==> src/rtl/trap_pkg.sv <==
package trap_pkg;
    localparam int NSTAGE  = 4;
    localparam int CAUSE_W = 2;

    localparam int STG_FETCH = 0;
    localparam int STG_DEC   = 1;
    localparam int STG_EXE   = 2;
    localparam int STG_MEM   = 3;

    typedef enum logic [1:0] {
        ST_RUN    = 2'd0,
        ST_VECTOR = 2'd1,
        ST_RESUME = 2'd2
    } trap_state_t;

    function automatic logic [CAUSE_W-1:0] stage_cause(input int stg);
        logic [CAUSE_W-1:0] c;
        case (stg)
            STG_DEC: c = CAUSE_W'(0);
            STG_EXE: c = CAUSE_W'(1);
            STG_MEM: c = CAUSE_W'(2);
            default: c = CAUSE_W'(3);
        endcase
        return c;
    endfunction
endpackage

==> src/rtl/trap_arbiter.sv <==
module trap_arbiter
    import trap_pkg::*;
#(
    parameter int XLEN = 32
) (
    input  logic                           clk,
    input  logic                           rst_n,
    input  logic [NSTAGE-1:0]              stg_valid,
    input  logic [NSTAGE-1:0]              stg_flag,
    input  logic [NSTAGE-1:0][XLEN-1:0]    stg_pc,
    output logic                           take,
    output logic [NSTAGE-1:0]              squash,
    output logic [XLEN-1:0]                win_pc,
    output logic [CAUSE_W-1:0]             win_cause
);
    logic [NSTAGE-1:0] live;
    logic [NSTAGE-1:0] win_onehot;

    assign live = stg_valid & stg_flag;
    assign take = |live;

    // Higher index = older instruction.
    for (genvar s = 0; s < NSTAGE; s++) begin : g_stage
        if (s == NSTAGE - 1) begin : g_top
            assign win_onehot[s] = live[s];
        end else begin : g_rest
            assign win_onehot[s] = live[s] & ~(|live[NSTAGE-1:s+1]);
        end
        assign squash[s] = |live[NSTAGE-1:s];
    end

    always_comb begin
        win_pc    = '0;
        win_cause = '0;
        for (int s = 0; s < NSTAGE; s++) begin
            if (win_onehot[s]) begin
                win_pc    = stg_pc[s];
                win_cause = stage_cause(s);
            end
        end
    end

    // the memory stage outranks everything when it faults
    p_oldest_r6: assert property (@(posedge clk) disable iff (!rst_n)
        (stg_valid[STG_MEM] && stg_flag[STG_MEM]) |-> (win_cause == CAUSE_W'(2) && win_pc == stg_pc[STG_MEM]));

    // masked flags never cause a squash
    p_bubble_r7: assert property (@(posedge clk) disable iff (!rst_n)
        ((stg_valid & stg_flag) == '0) |-> (squash == '0));

    // a winner in the fetch stage only squashes fetch
    p_fetch_only_r4: assert property (@(posedge clk) disable iff (!rst_n)
        (take && win_cause == CAUSE_W'(3)) |-> (squash == NSTAGE'(1)));
endmodule

==> src/rtl/trap_regs.sv <==
module trap_regs
    import trap_pkg::*;
#(
    parameter int XLEN    = 32,
    parameter int PC_STEP = 4
) (
    input  logic               clk,
    input  logic               rst_n,
    input  logic               take,
    input  logic [XLEN-1:0]    win_pc,
    input  logic [CAUSE_W-1:0] win_cause,
    output logic [XLEN-1:0]    epc,
    output logic [CAUSE_W-1:0] cause
);
    localparam logic [XLEN-1:0] STEP_V = XLEN'(PC_STEP);

    always_ff @(posedge clk) begin
        if (!rst_n) begin
            epc   <= '0;
            cause <= '0;
        end else if (take) begin
            epc   <= win_pc + STEP_V;
            cause <= win_cause;
        end
    end

    // saved PC is the faulting PC plus one instruction
    p_epc_r1: assert property (@(posedge clk) disable iff (!rst_n)
        take |=> (epc == $past(win_pc) + STEP_V));

    // no exception, no change
    p_hold_r8: assert property (@(posedge clk) disable iff (!rst_n)
        !take |=> ($stable(epc) && $stable(cause)));
endmodule

==> src/rtl/trap_fsm.sv <==
module trap_fsm
    import trap_pkg::*;
#(
    parameter int              XLEN        = 32,
    parameter int              PC_STEP     = 4,
    parameter logic [XLEN-1:0] HANDLER_VEC = 32'h8000_0180
) (
    input  logic            clk,
    input  logic            rst_n,
    input  logic            take,
    input  logic            xret,
    input  logic [XLEN-1:0] epc,
    output logic            redirect_valid,
    output logic [XLEN-1:0] redirect_pc
);
    localparam logic [XLEN-1:0] STEP_V = XLEN'(PC_STEP);

    trap_state_t state, state_nx;

    always_comb begin
        if (take)      state_nx = ST_VECTOR;   // TAKE
        else if (xret) state_nx = ST_RESUME;   // RETURN
        else           state_nx = ST_RUN;      // SETTLE
    end

    always_ff @(posedge clk) begin
        if (!rst_n) state <= ST_RUN;
        else        state <= state_nx;
    end

    always_comb begin
        unique case (state)
            ST_VECTOR: begin
                redirect_valid = 1'b1;
                redirect_pc    = HANDLER_VEC;
            end
            ST_RESUME: begin
                redirect_valid = 1'b1;
                redirect_pc    = epc - STEP_V;
            end
            default: begin
                redirect_valid = 1'b0;
                redirect_pc    = '0;
            end
        endcase
    end

    // handler vector one cycle after an exception
    p_vector_r3: assert property (@(posedge clk) disable iff (!rst_n)
        take |=> (redirect_valid && redirect_pc == HANDLER_VEC));

    // return steers to saved PC minus one instruction
    p_resume_r9: assert property (@(posedge clk) disable iff (!rst_n)
        (xret && !take) |=> (redirect_valid && redirect_pc == $past(epc) - STEP_V));

    // exception beats a simultaneous return
    p_trap_first_r10: assert property (@(posedge clk) disable iff (!rst_n)
        (xret && take) |=> (redirect_pc == HANDLER_VEC));

    // quiet cycle gives no redirect
    p_quiet_r3: assert property (@(posedge clk) disable iff (!rst_n)
        (!xret && !take) |=> !redirect_valid);
endmodule

==> src/rtl/trap_ctrl.sv <==
module trap_ctrl
    import trap_pkg::*;
#(
    parameter int              XLEN        = 32,
    parameter int              PC_STEP     = 4,
    parameter logic [XLEN-1:0] HANDLER_VEC = 32'h8000_0180
) (
    input  logic               clk,
    input  logic               rst_n,
    input  logic               if_valid,
    input  logic [XLEN-1:0]    if_pc,
    input  logic               if_fault,
    input  logic               id_valid,
    input  logic [XLEN-1:0]    id_pc,
    input  logic               id_illegal,
    input  logic               ex_valid,
    input  logic [XLEN-1:0]    ex_pc,
    input  logic               ex_ovf,
    input  logic               mem_valid,
    input  logic [XLEN-1:0]    mem_pc,
    input  logic               mem_fault,
    input  logic               xret,
    output logic [NSTAGE-1:0]  squash,
    output logic               reg_wr_kill,
    output logic               mem_wr_kill,
    output logic [XLEN-1:0]    epc,
    output logic [CAUSE_W-1:0] cause,
    output logic               redirect_valid,
    output logic [XLEN-1:0]    redirect_pc
);
    logic [NSTAGE-1:0]           stg_valid;
    logic [NSTAGE-1:0]           stg_flag;
    logic [NSTAGE-1:0][XLEN-1:0] stg_pc;
    logic                        take;
    logic [XLEN-1:0]             win_pc;
    logic [CAUSE_W-1:0]          win_cause;

    assign stg_valid = {mem_valid, ex_valid, id_valid, if_valid};
    assign stg_flag  = {mem_fault, ex_ovf, id_illegal, if_fault};
    assign stg_pc    = {mem_pc, ex_pc, id_pc, if_pc};

    trap_arbiter #(.XLEN(XLEN)) u_arb (
        .clk       (clk),
        .rst_n     (rst_n),
        .stg_valid (stg_valid),
        .stg_flag  (stg_flag),
        .stg_pc    (stg_pc),
        .take      (take),
        .squash    (squash),
        .win_pc    (win_pc),
        .win_cause (win_cause)
    );

    assign reg_wr_kill = squash[STG_EXE];
    assign mem_wr_kill = squash[STG_MEM];

    trap_regs #(.XLEN(XLEN), .PC_STEP(PC_STEP)) u_regs (
        .clk       (clk),
        .rst_n     (rst_n),
        .take      (take),
        .win_pc    (win_pc),
        .win_cause (win_cause),
        .epc       (epc),
        .cause     (cause)
    );

    trap_fsm #(.XLEN(XLEN), .PC_STEP(PC_STEP), .HANDLER_VEC(HANDLER_VEC)) u_fsm (
        .clk            (clk),
        .rst_n          (rst_n),
        .take           (take),
        .xret           (xret),
        .epc            (epc),
        .redirect_valid (redirect_valid),
        .redirect_pc    (redirect_pc)
    );

    // an overflowing add never writes its destination
    p_no_overflow_r5: assert property (@(posedge clk) disable iff (!rst_n)
        (ex_valid && ex_ovf) |-> reg_wr_kill);

    // a faulting memory access never stores
    p_mem_kill_r5: assert property (@(posedge clk) disable iff (!rst_n)
        (mem_valid && mem_fault) |-> mem_wr_kill);

    // an older, clean memory instruction completes past an execute fault
    p_older_r4: assert property (@(posedge clk) disable iff (!rst_n)
        (ex_valid && ex_ovf && !(mem_valid && mem_fault)) |-> (!mem_wr_kill && squash[STG_FETCH]));
endmodule

==> config.mk <==
export PLATFORM = sky130hd
export DESIGN_NAME = trap_ctrl
export DESIGN_NICKNAME = d
export VERILOG_FILES = /design/src/rtl/trap_pkg.sv /design/src/rtl/trap_arbiter.sv /design/src/rtl/trap_regs.sv /design/src/rtl/trap_fsm.sv /design/src/rtl/trap_ctrl.sv
export SDC_FILE = /design/constraint.sdc
export NUM_CORES = 1
export LEC_CHECK = 0
export CORE_UTILIZATION = 39
export CTS_CLUSTER_SIZE = 40
export DETAILED_ROUTE_END_ITERATION = 12
export HOLD_SLACK_MARGIN = 0.1
export PLACE_DENSITY = 0.8
export SLEW_MARGIN = 20
export SYNTH_ARGS = -nofsm -noshare
export SYNTH_HDL_FRONTEND = slang
export SYNTH_SLANG_ARGS = --single-unit
==> constraint.sdc <==
create_clock -name clk -period 3.7 [get_ports clk]
set_input_delay 0.925 -clock clk [delete_from_list [all_inputs] [get_ports clk]]
set_output_delay 0.925 -clock clk [all_outputs]
set_load 0.01 [all_outputs]
======== Yosys cells after proc, flatten, opt, wreduce, memory -nomap -nowiden ========
Index checks and enable logic that the tools add are counted.
word-level totals
  bits in registers ....................... 36
  input port bits ......................... 139
  output and inout bits ................... 73
  word-level logic and storage cells ...... 33
operators by class
  add/sub/neg operators ................... 2
  equal/unequal tests ..................... 2
  mux-type cells .......................... 12
  bitwise operators ....................... 8
  reductions and logical operators ........ 5
operator list
  kind                                                 count
  2-to-1 mux 32 bit                                    4
  one-hot mux 32 bit (2 select lines)                  1
  adder 32 x 3 -> 32 bit, second input constant        1
  subtractor 32 x 3 -> 32 bit, second input constant   1
  2-to-1 mux 2 bit                                     5
  OR reduction 5 bit                                   1
  AND 4 bit                                            1
  NOT 1 bit                                            4
  OR reduction 2 bit                                   2
  OR reduction 4 bit                                   1
  AND 1 bit                                            3
  OR reduction 3 bit                                   1
  equality test 2 x 1 -> 1 bit, second input constant  1
  equality test 2 bit, second input constant           1
  2-to-1 mux 1 bit                                     2

======== Longest topological paths before layout ========
  depth in word-level cells ............... 9
  gate-level depth with buffers ........... 13
  mapped depth without buffers ............ 11

======== Modules after synthesis ========
From an unflattened synthesis, not the netlist that was laid out.
second synthesis, totals
  cells, all modules ...................... 522
  area, all modules ....................... 3707.3 um2
modules (own cells, without submodules)
  module        instances  cells each  area each (um2)  seq. area each (um2)
  trap_regs     1          221         1818.0           680.7
  trap_arbiter  1          166         1048.5           0.0
  trap_fsm      1          133         825.8            40.0
  trap_ctrl     1          2           15.0             0.0

======== Worst setup path after synthesis ========
Ideal clock, no wire load.
  path type ............................... in2out
  start point ............................. in id_valid
  end point ............................... out squash[0]
  arrival ................................. 2540 ps
  required time ........................... 2775 ps
  path slack .............................. 235 ps
  stages .................................. 9
  buffers on the path ..................... 5
  cells stage by stage .................... nand2_2 buf_4 buf_2 buf_2 nand2_1 nor2_1 inv_1 buf_2 buf_4
on the way
  cells in the longest elaborated chain, start to end .. 2
RTL lines
  item                line                text
  start, declared     trap_ctrl.sv:13     input logic id_valid,
  AND 4 bit           trap_arbiter.sv:19  assign live = stg_valid & stg_flag;
  OR reduction 4 bit  -
  end, declared       trap_ctrl.sv:23     output logic [NSTAGE-1:0] squash,
Every way passes these cells.

======== Worst setup path in the final report ========
  start point ............................. reg u_regs.epc[4]
  end point ............................... out redirect_pc[25]
on the way
  cells in the longest elaborated chain, start to end .. 2
RTL lines
  item                                 line             text
  start, declared                      trap_regs.sv:12  output logic [XLEN-1:0] epc,
  start signal, assigned               trap_regs.sv:22  epc <= win_pc + STEP_V;
  subtractor 32 x 3 -> 32 bit          trap_fsm.sv:39   redirect_pc = epc - STEP_V;
  one-hot mux 32 bit (2 select lines)  trap_fsm.sv:32   unique case (state)
  end, declared                        trap_ctrl.sv:29  output logic [XLEN-1:0] redirect_pc
Every way passes these cells.

==> results.cfg <==
[synthesis]
synth_cell_type_count = 61
yosys.area_share.simple_pct = 31.8
syn-cell-area_um2 = 3640
syn_inst = 455
synthAdderAreaFrac_pct = 1.37
synthArstFlopShare_pct = 0
synth_xor_area_share_pct = 8.42
synth_seq_area_share_pct = 19.8
synth-main-ff-cell = dfxtp_1
synth_compound_area_share_pct = 30.9
synth_edf_count = 0
yosys_warnings = 0
synthMuxAreaShare_pct = 0
avgSynthCellArea_um2 = 8.00
synth_top_family_by_area = simple AND/OR/NAND/NOR gates
synthesis.nets = 598
synth_seq_cells = 36

[cells_and_area]
diodes = 0
nets = 809
stdcell_area_um2 = 6030
syn_to_final_growth_pct = 65.5
fin_util_pct = 67.8
drive_above_1_share_pct = 14.4
finalNonFillerCells = 774

[place]
placed_cell_area_um2 = 5880
portBuffers = 211
dp.cells = 765
place.gp.congestion = 0.876
dp_hpwl_um = 10800

[sta]
timing.fmax_ghz = 0.280
worst_slew_pin_slew_ns = 0.742
rsz0062_at_grt = false
setup-violations-final = 0
hold_viol_final = 0
tns_ns = 0
slew_violations = 0
skew_ns = 0
relSlewSlack_pct = 50.5
min_period_ns = 3.57
period_share_pct = 96.5

[floorplan]
dieWidth_um = 98.6
fp.coreArea_um2 = 8890
dieArea_um2 = 9730
io_pins = 212
die_h_um = 98.6
initial_core_util_pct = 41.0
placementRows = 34

[min_path]
hp-class = reg -> reg

[clocking]
tritoncts = done
cts.clk_slew.worst_paths_ns = 0.07
root_buffer = clkbuf_8
numCtsBuffers = 5
htreeDepth = 2
clk_path_buf_depth = 2
clk_latency_ns = 0.29
cts_sinks = 36

[setup_path]
critPathKind = reg -> out
start_kind = flip-flop
path_max_fanout = 4
cp.arrival_ns = 2.65
worstPathRequired_ns = 2.77
cp-end-kind = output pin

[pwr]
irDropWorstVdd_uv = 125
p_per_area_nw_per_um2 = 251
p_leak_nw = 2.31

[global_routing]
grt_pass1_wl_um = 21000
grt_max_degree = 33
antenna_found_initial = 0
grt_pass1_vias = 4173
track_usage_pct = 26.7
grt_overflow_total = 0

[detailed_routing]
vias = 4477
routed_wl_um = 13400
drt_pass1_iterations = 5
drc = 0
ant_nets = 0
drt_iter0_drc = 272
viasPerCell = 5.78
wl_per_cell_um = 17.3

[run]
drv_cap = 0

[status]
status = complete, no violations
path summary, 6_finish.rpt:
| path | from | to | slack (ns) | cells after the start |
|---|---|---|---|---|
| min reg2reg | u_regs.epc[14]$_SDFFE_PN0P_ | u_regs.epc[14]$_SDFFE_PN0P_ | 0.53 | 2 |
| max reg2reg | u_regs.epc[21]$_SDFFE_PN0P_ | u_regs.epc[21]$_SDFFE_PN0P_ | 2.69 | 2 |
| min | u_regs.epc[14]$_SDFFE_PN0P_ | u_regs.epc[14]$_SDFFE_PN0P_ | 0.53 | 2 |
| max | u_regs.epc[4]$_SDFFE_PN0P_ | redirect_pc[25] | 0.13 | 7 |
kinds of logic after synthesis:
kind of cell,after synthesis
and+or+nand+nor,199
adders and majority gates,4
DFF,36
xor gates and xnor gates,35
buffers and inverters,49
AOI/OAI and AO/OA,132
power by group:
| group | total [W] | switching [W] | leakage, nW | internal (W) |
|---|---|---|---|---|
| Combinational | 0.000742 | 0.000330 | 1.96 | 0.000412 |
| Clock | 0.000296 | 0.000131 | 0.0503 | 0.000166 |
| Sequential | 0.000477 | 0.0000497 | 0.299 | 0.000427 |
cells in the final DEF (no fill, tap or decap), types with 5 or more instances in the layout:
cell type          n
a211oi_1           8
o221a_2           27
o21ai_0           12
a311oi_1           7
xor2_1            14
nand4_1            6
o221ai_1           5
clkdlybuf4s50_1  204
a21oi_1           22
nand3_1           14
dlymetal6s2s_1     6
a311o_1           26
nor3_1            15
xnor2_1           21
dfxtp_1           36
buf_4             28
clkbuf_8           7
nand2_1           37
nor3_2             6
inv_1             11
and3_1            30
nor2_1            44
critical path, cell delays in order, from the launching register on:
cell             delay (ns)
dfxtp_1                0.31
or4_4                  0.57
nor4b_4                0.25
nand4b_1               0.17
or2_4                  0.29
xor2_1                 0.14
nor2_1                 0.10
clkdlybuf4s50_1        0.53
per-layer routing:
| layer | track usage, % | wire (µm) | vias up |
|---|---|---|---|
| met3 | 4.26 | 884 | 20 |
| met2 | 45.9 | 6410 | 197 |
| li1 | - | - | 2186 |
| met5 | 0 | 0 | - |
| met4 | 9.30 | 347 | 0 |
| met1 | 33.9 | 5730 | 2074 |
cell type report:
| cell class | count | area (µm²) |
|---|---|---|
| fill | 752 | 2870 |
| timing repair buffer | 240 | 2360 |
| inverter | 13 | 56.3 |
| sequential | 36 | 721 |
| tap | 108 | 135 |
| multi-input combinational | 370 | 2660 |
| clock buffer | 7 | 96.3 |
synthesized netlist by cell type, types with 5 or more instances:
library cell  instances  area share, %
buf_4                 9            1.9
buf_6                 5            1.5
dfxtp_1              36             20
a311o_1              26            7.1
inv_1                11            1.1
o21ai_0              12            1.6
nand4_1               6            1.0
nor2_1               46            4.7
a211oi_1              8            1.6
nand2_1              37            3.8
buf_2                13            1.8
o221a_2              27            8.4
clkbuf_1              7           0.72
xnor2_1              21            5.1
a21oi_1              22            3.0
and3_1               30            5.2
o221ai_1              5            1.2
xor2_1               14            3.4
nor3_1               18            2.5
nand3_1              14            1.9
a311oi_1              7            1.7
sequential cells by signal (all words and copies together) (netlist names):
signal,cells
u_fsm.state,2
u_regs.cause,2
u_regs.epc,32
metrics by stage:
stage / power [W] / hold slack [ns] / setup slack [ns]
floorplan: 0.000864 / 0.510 / 0.235
global placement: 0.00120 / 0.517 / 0.162
detailed placement: 0.00122 / 0.527 / 0.0997
CTS: 0.00151 / 0.535 / 0.00219
global route: 0.00160 / 0.574 / 0.0134
finish: 0.00152 / 0.531 / 0.128
repair_timing:
item / 4_1_cts / 5_1_grt
setup endpoints to repair: 3 / 9
resized for setup: 2 / 10
buffers inserted: 1 / 1
pin swaps: 1 / 1
hold buffers: 0 / 0
cloned: 0 / 0
Note: power is estimated with default switching activity, not from simulation.
